**src/rtl/accPkg.sv**
```systemverilog
package accPkg;
  localparam int DATA_W = 16;
  localparam int IN_W   = 8;
  localparam int IR_W   = 12;

  typedef enum logic [2:0] {
    LD_NONE = 3'd0,
    LD_AND  = 3'd1,
    LD_ADD  = 3'd2,
    LD_XFER = 3'd3,
    LD_BYTE = 3'd4
  } loadSel_e;

  // strobes from control to datapath; at most one is high per cycle
  typedef struct packed {
    logic acClr;
    logic eClr;
    logic acCmp;
    logic eCmp;
    logic acShr;
    logic acShl;
    logic acInc;
    logic sClr;
    logic acAnd;
    logic acAdd;
    logic acXfer;
    logic acByte;
  } accStrobes_t;
endpackage

```
**src/rtl/accCtrl.sv**
```systemverilog
module accCtrl
  import accPkg::*;
#(
  parameter int DW = DATA_W,
  parameter int IW = IR_W
) (
  input  logic          clk,
  input  logic          rstN,
  input  logic          rrStrobe,
  input  logic [IW-1:0] irLow,
  input  logic [2:0]    loadSel,
  input  logic [DW-1:0] acCur,
  input  logic          eCur,
  output accStrobes_t   strobes,
  output logic          skipReq
);
  // operation bit positions inside the instruction word
  localparam int B_HLT = 0;
  localparam int B_SZE = 1;
  localparam int B_SZA = 2;
  localparam int B_SNA = 3;
  localparam int B_SPA = 4;
  localparam int B_INC = 5;
  localparam int B_CIL = 6;
  localparam int B_CIR = 7;
  localparam int B_CME = 8;
  localparam int B_CMA = 9;
  localparam int B_CLE = 10;
  localparam int B_CLA = 11;

  logic [IW-1:0] pick;
  logic          acZero;

  // isolate the lowest set bit: fixed priority, low number wins
  assign pick   = rrStrobe ? (irLow & (~irLow + 1'b1)) : '0;
  assign acZero = (acCur == '0);

  always_comb begin
    strobes        = '0;
    strobes.acClr  = pick[B_CLA];
    strobes.eClr   = pick[B_CLE];
    strobes.acCmp  = pick[B_CMA];
    strobes.eCmp   = pick[B_CME];
    strobes.acShr  = pick[B_CIR];
    strobes.acShl  = pick[B_CIL];
    strobes.acInc  = pick[B_INC];
    strobes.sClr   = pick[B_HLT];
    if (!rrStrobe) begin
      strobes.acAnd  = (loadSel == LD_AND);
      strobes.acAdd  = (loadSel == LD_ADD);
      strobes.acXfer = (loadSel == LD_XFER);
      strobes.acByte = (loadSel == LD_BYTE);
    end
  end

  assign skipReq = (pick[B_SPA] & ~acCur[DW-1])
                 | (pick[B_SNA] &  acCur[DW-1])
                 | (pick[B_SZA] &  acZero)
                 | (pick[B_SZE] & ~eCur);

  // no skip without the register-reference strobe
  assert_skip_gated_R9: assert property (@(posedge clk) disable iff (!rstN)
    !rrStrobe |-> !skipReq);
  // an all-zero instruction word never requests a skip
  assert_empty_word_R7: assert property (@(posedge clk) disable iff (!rstN)
    (irLow == '0) |-> !skipReq);
endmodule

```
**src/rtl/accData.sv**
```systemverilog
module accData
  import accPkg::*;
#(
  parameter int DW = DATA_W,
  parameter int BW = IN_W
) (
  input  logic          clk,
  input  logic          rstN,
  input  accStrobes_t   strobes,
  input  logic [DW-1:0] drIn,
  input  logic [BW-1:0] inByte,
  output logic [DW-1:0] acReg,
  output logic          eReg,
  output logic          sReg
);
  logic [DW:0] sumWide;
  assign sumWide = {1'b0, acReg} + {1'b0, drIn};

  always_ff @(posedge clk) begin
    if (!rstN) begin
      acReg <= '0;
      eReg  <= 1'b0;
      sReg  <= 1'b1;
    end else begin
      if (strobes.acClr)       acReg <= '0;
      else if (strobes.acCmp)  acReg <= ~acReg;
      else if (strobes.acShr)  begin acReg <= {eReg, acReg[DW-1:1]}; eReg <= acReg[0]; end
      else if (strobes.acShl)  begin acReg <= {acReg[DW-2:0], eReg}; eReg <= acReg[DW-1]; end
      else if (strobes.acInc)  acReg <= acReg + 1'b1;
      else if (strobes.acAnd)  acReg <= acReg & drIn;
      else if (strobes.acAdd)  begin acReg <= sumWide[DW-1:0]; eReg <= sumWide[DW]; end
      else if (strobes.acXfer) acReg <= drIn;
      else if (strobes.acByte) acReg[BW-1:0] <= inByte;
      if (strobes.eClr) eReg <= 1'b0;
      if (strobes.eCmp) eReg <= ~eReg;
      if (strobes.sClr) sReg <= 1'b0;
    end
  end

  // control presents at most one strobe per cycle
  assert_one_strobe_R7: assert property (@(posedge clk) disable iff (!rstN)
    $onehot0(strobes));

  assert_ac_clear_R2: assert property (@(posedge clk) disable iff (!rstN)
    strobes.acClr |=> (acReg == '0));
  assert_ac_invert_R2: assert property (@(posedge clk) disable iff (!rstN)
    strobes.acCmp |=> (acReg == ~$past(acReg)));

  assert_circ_right_R3: assert property (@(posedge clk) disable iff (!rstN)
    strobes.acShr |=> (acReg == {$past(eReg), $past(acReg[DW-1:1])}) && (eReg == $past(acReg[0])));
  assert_circ_left_R3: assert property (@(posedge clk) disable iff (!rstN)
    strobes.acShl |=> (acReg == {$past(acReg[DW-2:0]), $past(eReg)}) && (eReg == $past(acReg[DW-1])));

  assert_incr_R4: assert property (@(posedge clk) disable iff (!rstN)
    strobes.acInc |=> (acReg == $past(acReg) + 1'b1) && $stable(eReg));
  // run flag never rises outside reset
  assert_no_restart_R6: assert property (@(posedge clk) disable iff (!rstN)
    !sReg |=> !sReg);
  // add keeps carry in the extend flag
  assert_add_carry_R8: assert property (@(posedge clk) disable iff (!rstN)
    strobes.acAdd |=> ({eReg, acReg} == {1'b0, $past(acReg)} + {1'b0, $past(drIn)}));
  // no strobe, no change
  assert_idle_hold_R9: assert property (@(posedge clk) disable iff (!rstN)
    (strobes == '0) |=> $stable(acReg) && $stable(eReg) && $stable(sReg));
endmodule

```
**src/rtl/accRegUnit.sv**
```systemverilog
module accRegUnit
  import accPkg::*;
#(
  parameter int DW = DATA_W,
  parameter int BW = IN_W,
  parameter int IW = IR_W
) (
  input  logic          clk,
  input  logic          rstN,
  input  logic          rrStrobe,
  input  logic [IW-1:0] irLow,
  input  logic [DW-1:0] drIn,
  input  logic [BW-1:0] inByte,
  input  logic [2:0]    loadSel,
  output logic [DW-1:0] acOut,
  output logic          eOut,
  output logic          sOut,
  output logic          skipReq
);
  accStrobes_t strobes;

  accCtrl #(.DW(DW), .IW(IW)) uCtrl (
    .clk(clk), .rstN(rstN), .rrStrobe(rrStrobe), .irLow(irLow),
    .loadSel(loadSel), .acCur(acOut), .eCur(eOut),
    .strobes(strobes), .skipReq(skipReq)
  );

  accData #(.DW(DW), .BW(BW)) uData (
    .clk(clk), .rstN(rstN), .strobes(strobes), .drIn(drIn), .inByte(inByte),
    .acReg(acOut), .eReg(eOut), .sReg(sOut)
  );
endmodule

```
**config.mk**
```make
export PLATFORM = sky130hd
export DESIGN_NAME = accRegUnit
export DESIGN_NICKNAME = d
export VERILOG_FILES = /design/src/rtl/accPkg.sv /design/src/rtl/accCtrl.sv /design/src/rtl/accData.sv /design/src/rtl/accRegUnit.sv
export SDC_FILE = /design/constraint.sdc
export NUM_CORES = 1
export LEC_CHECK = 0
export CORE_MARGIN = 5
export CORE_UTILIZATION = 58
export DETAILED_ROUTE_END_ITERATION = 8
export DONT_BUFFER_PORTS = 1
export PLACE_DENSITY = 0.74
export SLEW_MARGIN = 10
export SYNTH_ARGS = -nofsm -noshare
export SYNTH_HDL_FRONTEND = slang
export SYNTH_SLANG_ARGS = --single-unit
```
**constraint.sdc**
```tcl
create_clock -name clk -period 3.4 [get_ports clk]
set_input_delay 0.68 -clock clk [delete_from_list [all_inputs] [get_ports clk]]
set_output_delay 0.68 -clock clk [all_outputs]
set_load 0.05 [all_outputs]
```
# After elaboration in Yosys (flattened, before gate mapping)
# Index checks and enable logic that the tools add are counted.
# word_totals
ff_bits	18
out_inout_bits	19
input_bits	42
wordCells	55
# classes
n_eq_ne	8
n_reduce_logical	6
addsub	3
bitwise_logic	14
muxes	20
# op_table
cell	count
16-bit 2-to-1 mux	6
8-bit 2-to-1 mux	3
16-bit by 16-bit adder with 17-bit output	1
16-bit by 1-bit adder with 16-bit output, second input constant	1
16-bit bitwise AND	1
16-bit zero test	1
16-bit NOT	1
12-bit by 1-bit adder with 12-bit output, second input constant	1
12-bit bitwise AND	1
12-bit 2-to-1 mux	1
12-bit NOT	1
5-bit by 1-bit != test with 1-bit output, second input constant	2
1-bit 2-to-1 mux	9
8-bit nonzero test	1
7-bit nonzero test	1
3-bit by 2-bit == test with 1-bit output, second input constant	2
5-bit AND reduction	1
5-bit nonzero test	1
1-bit bitwise AND	4
4-bit 2-to-1 mux	1
3-bit by 1-bit == test with 1-bit output, second input constant	1
3-bit == test, second input constant	1
3-bit by 2-bit != test with 1-bit output, second input constant	1
3-bit != test, second input constant	1
other kinds (3)	7

# Logic depth before layout (Yosys ltp)
# depth
word_depth	11
ltp_mapped	10
depth_no_buf	10

# Modules after synthesis
# A second synthesis with hierarchy kept.
# hier_totals
cells_unflattened	415
hier_area_um2	2945.3
# modules_own_cells
mod	area_each_um2	cells_per_inst	instances	seq_area_each_um2
accData	2693.8	381	1	360.3
accCtrl	251.5	34	1	0.0

# Worst setup path after synthesis
# Ideal clock, no wire load.
# synth_path
path_type	register to output
startpoint	register uData.acReg[4]
endpoint	output skipReq
required_ns	2.720
setup_slack_ns	0.139
arrival_ns	2.581
n_path_buf	1
stages_incl_launch_ff	8
path_cell_list	dfxtp_1 clkbuf_1 nor4_1 and3_1 a32oi_1 o22ai_1 nor2_1 a211oi_1
# synth_via
elab_chain_len	4
# synth_rtl
element	line	source
start: declaration	accData.sv:12	output logic [DW-1:0] acReg,
start signal: assignment	accData.sv:26	else if (strobes.acCmp) acReg <= ~acReg;
start signal: assignment	accData.sv:27	else if (strobes.acShr) begin acReg <= {eReg, acReg[DW-1:1]}; eReg <= acReg[0]; end
start signal: assignment	accData.sv:28	else if (strobes.acShl) begin acReg <= {acReg[DW-2:0], eReg}; eReg <= acReg[DW-1]; end
16-bit zero test	accCtrl.sv:36	assign acZero = (acCur == '0);
1-bit bitwise AND	accCtrl.sv:58	| (pick[B_SZA] & acZero)
1-bit OR	accCtrl.sv:58	
1-bit OR	accCtrl.sv:59	| (pick[B_SZE] & ~eCur);
end: declaration	accRegUnit.sv:18	output logic skipReq
# Every way passes these cells.

# Worst setup path after layout
# layout_path
startpoint	input drIn[0]
endpoint	register uData.eReg
# layout_via
elab_chain_len	10
# layout_rtl
element	line	source
start: declaration	accRegUnit.sv:12	input logic [DW-1:0] drIn,
16-bit by 16-bit adder with 17-bit output	accData.sv:17	assign sumWide = {1'b0, acReg} + {1'b0, drIn};
1-bit 2-to-1 mux	accData.sv:31	else if (strobes.acAdd) begin acReg <= sumWide[DW-1:0]; eReg <= sumWide[DW]; end
1-bit 2-to-1 mux	accData.sv:30	else if (strobes.acAnd) acReg <= acReg & drIn;
1-bit 2-to-1 mux	accData.sv:29	else if (strobes.acInc) acReg <= acReg + 1'b1;
1-bit 2-to-1 mux	accData.sv:28	
1-bit 2-to-1 mux	accData.sv:27	
1-bit 2-to-1 mux	accData.sv:26	
1-bit 2-to-1 mux	accData.sv:25	if (strobes.acClr) acReg <= '0;
1-bit 2-to-1 mux	accData.sv:34	if (strobes.eClr) eReg <= 1'b0;
1-bit 2-to-1 mux	accData.sv:35	if (strobes.eCmp) eReg <= ~eReg;
end signal: assignment	accData.sv:27	
end signal: assignment	accData.sv:28	
end signal: assignment	accData.sv:35	
end: declaration	accData.sv:13	output logic eReg,
# Every way passes these cells. The select of a mux whose other input is x is not followed.
# A chain may end at the register's enable or synchronous reset.

==> insert_results.sql <==
INSERT INTO impl_metrics (metric_group, metric, value, unit) VALUES
('outcome', 'run_status', 'completed', ''),
('clock_tree', 'htreeDepth', '1', ''),
('sta', 'max_freq', '0.320', 'GHz'),
('worst_hold_path', 'holdCritStartpoint', 'rstN', ''),
('cells_and_area', 'stdcell_area', '0.00312', 'mm²'),
('drt', '1st_pass_router_iterations', '6', ''),
('drt', 'first_iter_violations', '531', ''),
('synth', 'syn_area', '0.00293', 'mm²'),
('placement', 'placement.io_buffers', '0', ''),
('critical_path', 'worstSetupPathType', 'in -> reg', ''),
('sta', 'period_share', '0.918', ''),
('drt', 'route.detailed.wl_per_inst', '18.9', 'µm'),
('die', 'floorplan.initialDensity', '0.608', ''),
('critical_path', 'startpoint_type', 'primary input', ''),
('global_route', 'grt-ovfl-total', '0', ''),
('synth', 'synth.ff_latch_count', '18', ''),
('clock_tree', 'cts_repair_resize_count', '0', ''),
('cells_and_area', 'layout.cells.most_common', 'sky130_fd_sc_hd__nor2_1', ''),
('sta', 'layout_setup_ws', '278', 'ps'),
('critical_path', 'cp_data_arrival_time', '3260', 'ps'),
('sta', 'worst_hold_slack', '473', 'ps'),
('clock_tree', 'clock_latency', '270', 'ps'),
('global_route', 'grt_pass1_wl', '15500', 'µm'),
('synth', 'syn_area_per_cell', '6.74', 'µm²'),
('synth', 'synth_seq_area_share', '0.123', ''),
('clock_tree', 'cts_tree', 'yes', ''),
('synth', 'syn_inst', '435', ''),
('die', 'die_w', '81.1', 'µm'),
('cells_and_area', 'areaGrowthSynthToFinish', '6.40', '%'),
('global_route', 'grtUsageTotal', '0.296', ''),
('placement', 'placedCellCount', '493', ''),
('drt', 'route.vias.total', '3479', ''),
('drt', 'remaining_drc_errors', '0', ''),
('synth', 'ys_dominant_reg_cell', 'sky130_fd_sc_hd__dfxtp_1', ''),
('sta', 'finalClockSkew', '3.33', 'ps'),
('critical_path', 'crit_path_start', 'drIn[0]', ''),
('placement', 'detailed_place.area', '0.00306', 'mm²'),
('synth', 'synth.net_count', '496', ''),
('critical_path', 'worstReg2RegStart', 'uData.acReg[0]', ''),
('die', 'floorplan.die_area', '0.00657', 'mm²'),
('drt', 'antenna_left', '0', ''),
('sta', 'slew-limit-headroom', '0.445', ''),
('power', 'power_density_relative_to_cell_area', '270', 'mW/mm²'),
('worst_hold_path', 'min-delay-path-class', 'in -> reg', ''),
('run', 'drv.max_cap_violation_count', '0', ''),
('die', 'row_count', '25', ''),
('synth', 'ys.warnings.count', '0', ''),
('cells_and_area', 'post_route_cells_drive_above_1_share', '0.100', ''),
('critical_path', 'worst_setup_path_end_kind', 'register', ''),
('power', 'total_power', '0.842', 'mW'),
('die', 'ioPinCount', '61', ''),
('sta', 'final-hold-violation-count', '0', ''),
('synth', 'yosys.cell_types.count', '61', ''),
('sta', 'worst_pin_slew', '831', 'ps'),
('cells_and_area', 'area.sequential', '360', 'µm²'),
('sta', 'final.min_clock_period', '3120', 'ps'),
('critical_path', 'worst-endpoint-required', '3540', 'ps'),
('die', 'die_height', '81.1', 'µm'),
('power', 'vdd_ir_drop_max', '0.000223', 'V'),
('sta', 'fin_tns_setup', '0', 'ps'),
('die', 'core-area', '0.00482', 'mm²'),
('cells_and_area', 'multiInputGateArea', '0.00240', 'mm²'),
('synth', 'synth_enable_flop_cells', '0', ''),
('global_route', 'first_global_vias', '3122', ''),
('cells_and_area', 'layout.cells.most_common_list', '52 x sky130_fd_sc_hd__nor2_1, 42 x sky130_fd_sc_hd__a21oi_1, 39 x sky130_fd_sc_hd__nand2_1', ''),
('cells_and_area', 'final_nets', '492', ''),
('cells_and_area', 'fill_cells', '461', ''),
('clock_tree', 'cts_buffers', '3', ''),
('power', 'static-leakage-power', '1.20', 'nW'),
('clock_tree', 'maximum_buffer_depth_of_the_clock_tree', '2', ''),
('critical_path', 'critical_path.max_fanout', '4', '');
synthesized netlist by cell type (3+ instances only):
library cell	count	area, µm²
sky130_fd_sc_hd__o221ai_1	9	78.8
sky130_fd_sc_hd__or2_2	3	18.8
sky130_fd_sc_hd__o221a_2	3	33.8
sky130_fd_sc_hd__nand2b_1	5	31.3
sky130_fd_sc_hd__nand3_1	13	65.1
sky130_fd_sc_hd__a211oi_1	13	97.6
sky130_fd_sc_hd__and3_1	6	37.5
sky130_fd_sc_hd__a221o_1	4	40.0
sky130_fd_sc_hd__o211ai_1	10	75.1
sky130_fd_sc_hd__nor4_1	3	18.8
sky130_fd_sc_hd__dfxtp_1	18	360
sky130_fd_sc_hd__and2_1	4	25.0
sky130_fd_sc_hd__nand2_1	39	146
sky130_fd_sc_hd__ha_1	18	225
sky130_fd_sc_hd__nor2b_1	4	25.0
sky130_fd_sc_hd__buf_1	3	11.3
sky130_fd_sc_hd__nor3_1	10	50.1
sky130_fd_sc_hd__a31oi_1	9	56.3
sky130_fd_sc_hd__nand4_1	5	31.3
sky130_fd_sc_hd__xnor2_1	12	105
sky130_fd_sc_hd__or3_1	6	37.5
sky130_fd_sc_hd__a221oi_1	8	70.1
sky130_fd_sc_hd__inv_1	7	26.3
sky130_fd_sc_hd__o21bai_1	3	22.5
sky130_fd_sc_hd__o22ai_1	7	43.8
sky130_fd_sc_hd__nor2_1	52	195
sky130_fd_sc_hd__mux2i_1	4	40.0
sky130_fd_sc_hd__o21ai_0	35	175
sky130_fd_sc_hd__a21oi_1	42	210
sky130_fd_sc_hd__xor2_1	11	96.3
sky130_fd_sc_hd__a21o_1	4	30.0
sky130_fd_sc_hd__clkbuf_1	28	105
routing by layer:
metal  track usage  wire length (µm)  vias up
met5             0                 0        -
met4        0.0557               167        0
met3        0.0565              1050       20
met2         0.464              4080      241
met1         0.422              4090     1584
li1              -                 -     1634
worst paths after layout:
kind	slack, ps	cells past startpoint	endpoint
worst max-delay path	280	10	uData.eReg
worst min-delay path	470	1	uData.sReg
worst max register to register	360	10	uData.eReg
worst min register to register	690	2	uData.acReg[15]
flip-flops by register name, indices dropped and copies added, names as in the netlist:
name,cells
uData.acReg,16
uData.eReg,1
uData.sReg,1
area by class of cell:
cell class                      instances  area share
Clock buffer                            4      0.0177
Tap cell                               67      0.0269
Multi-Input combinational cell        376       0.771
Sequential cell                        18       0.116
Timing Repair Buffer                   25      0.0602
Inverter                                7     0.00843
kinds of logic after synthesis:
logic type / after synthesis / synth area share
buf+inv: 41 / 0.0581
simple gates: 165 / 0.282
flops: 18 / 0.123
fa+ha+maj: 19 / 0.0837
xor+xnor: 23 / 0.0687
compound gates: 165 / 0.371
mux: 4 / 0.0137
report_power, final:
group	internal [mW]	leakage [nW]	switching [mW]	total [mW]
Combinational	0.152	1.03	0.235	0.386
Clock	0.103	0.0288	0.0898	0.193
Sequential	0.226	0.148	0.0364	0.263
worst max-delay path, cell delays in order:
cell	delay, ps
sky130_fd_sc_hd__ha_1	230
sky130_fd_sc_hd__fa_1	450
sky130_fd_sc_hd__a211oi_1	380
sky130_fd_sc_hd__o21ai_0	240
sky130_fd_sc_hd__and4_1	240
sky130_fd_sc_hd__o31a_1	280
sky130_fd_sc_hd__nor2_1	250
sky130_fd_sc_hd__nor2_1	70
sky130_fd_sc_hd__o41ai_1	290
sky130_fd_sc_hd__a31oi_1	130
No activity file was read; power rests on OpenSTA's default activity.
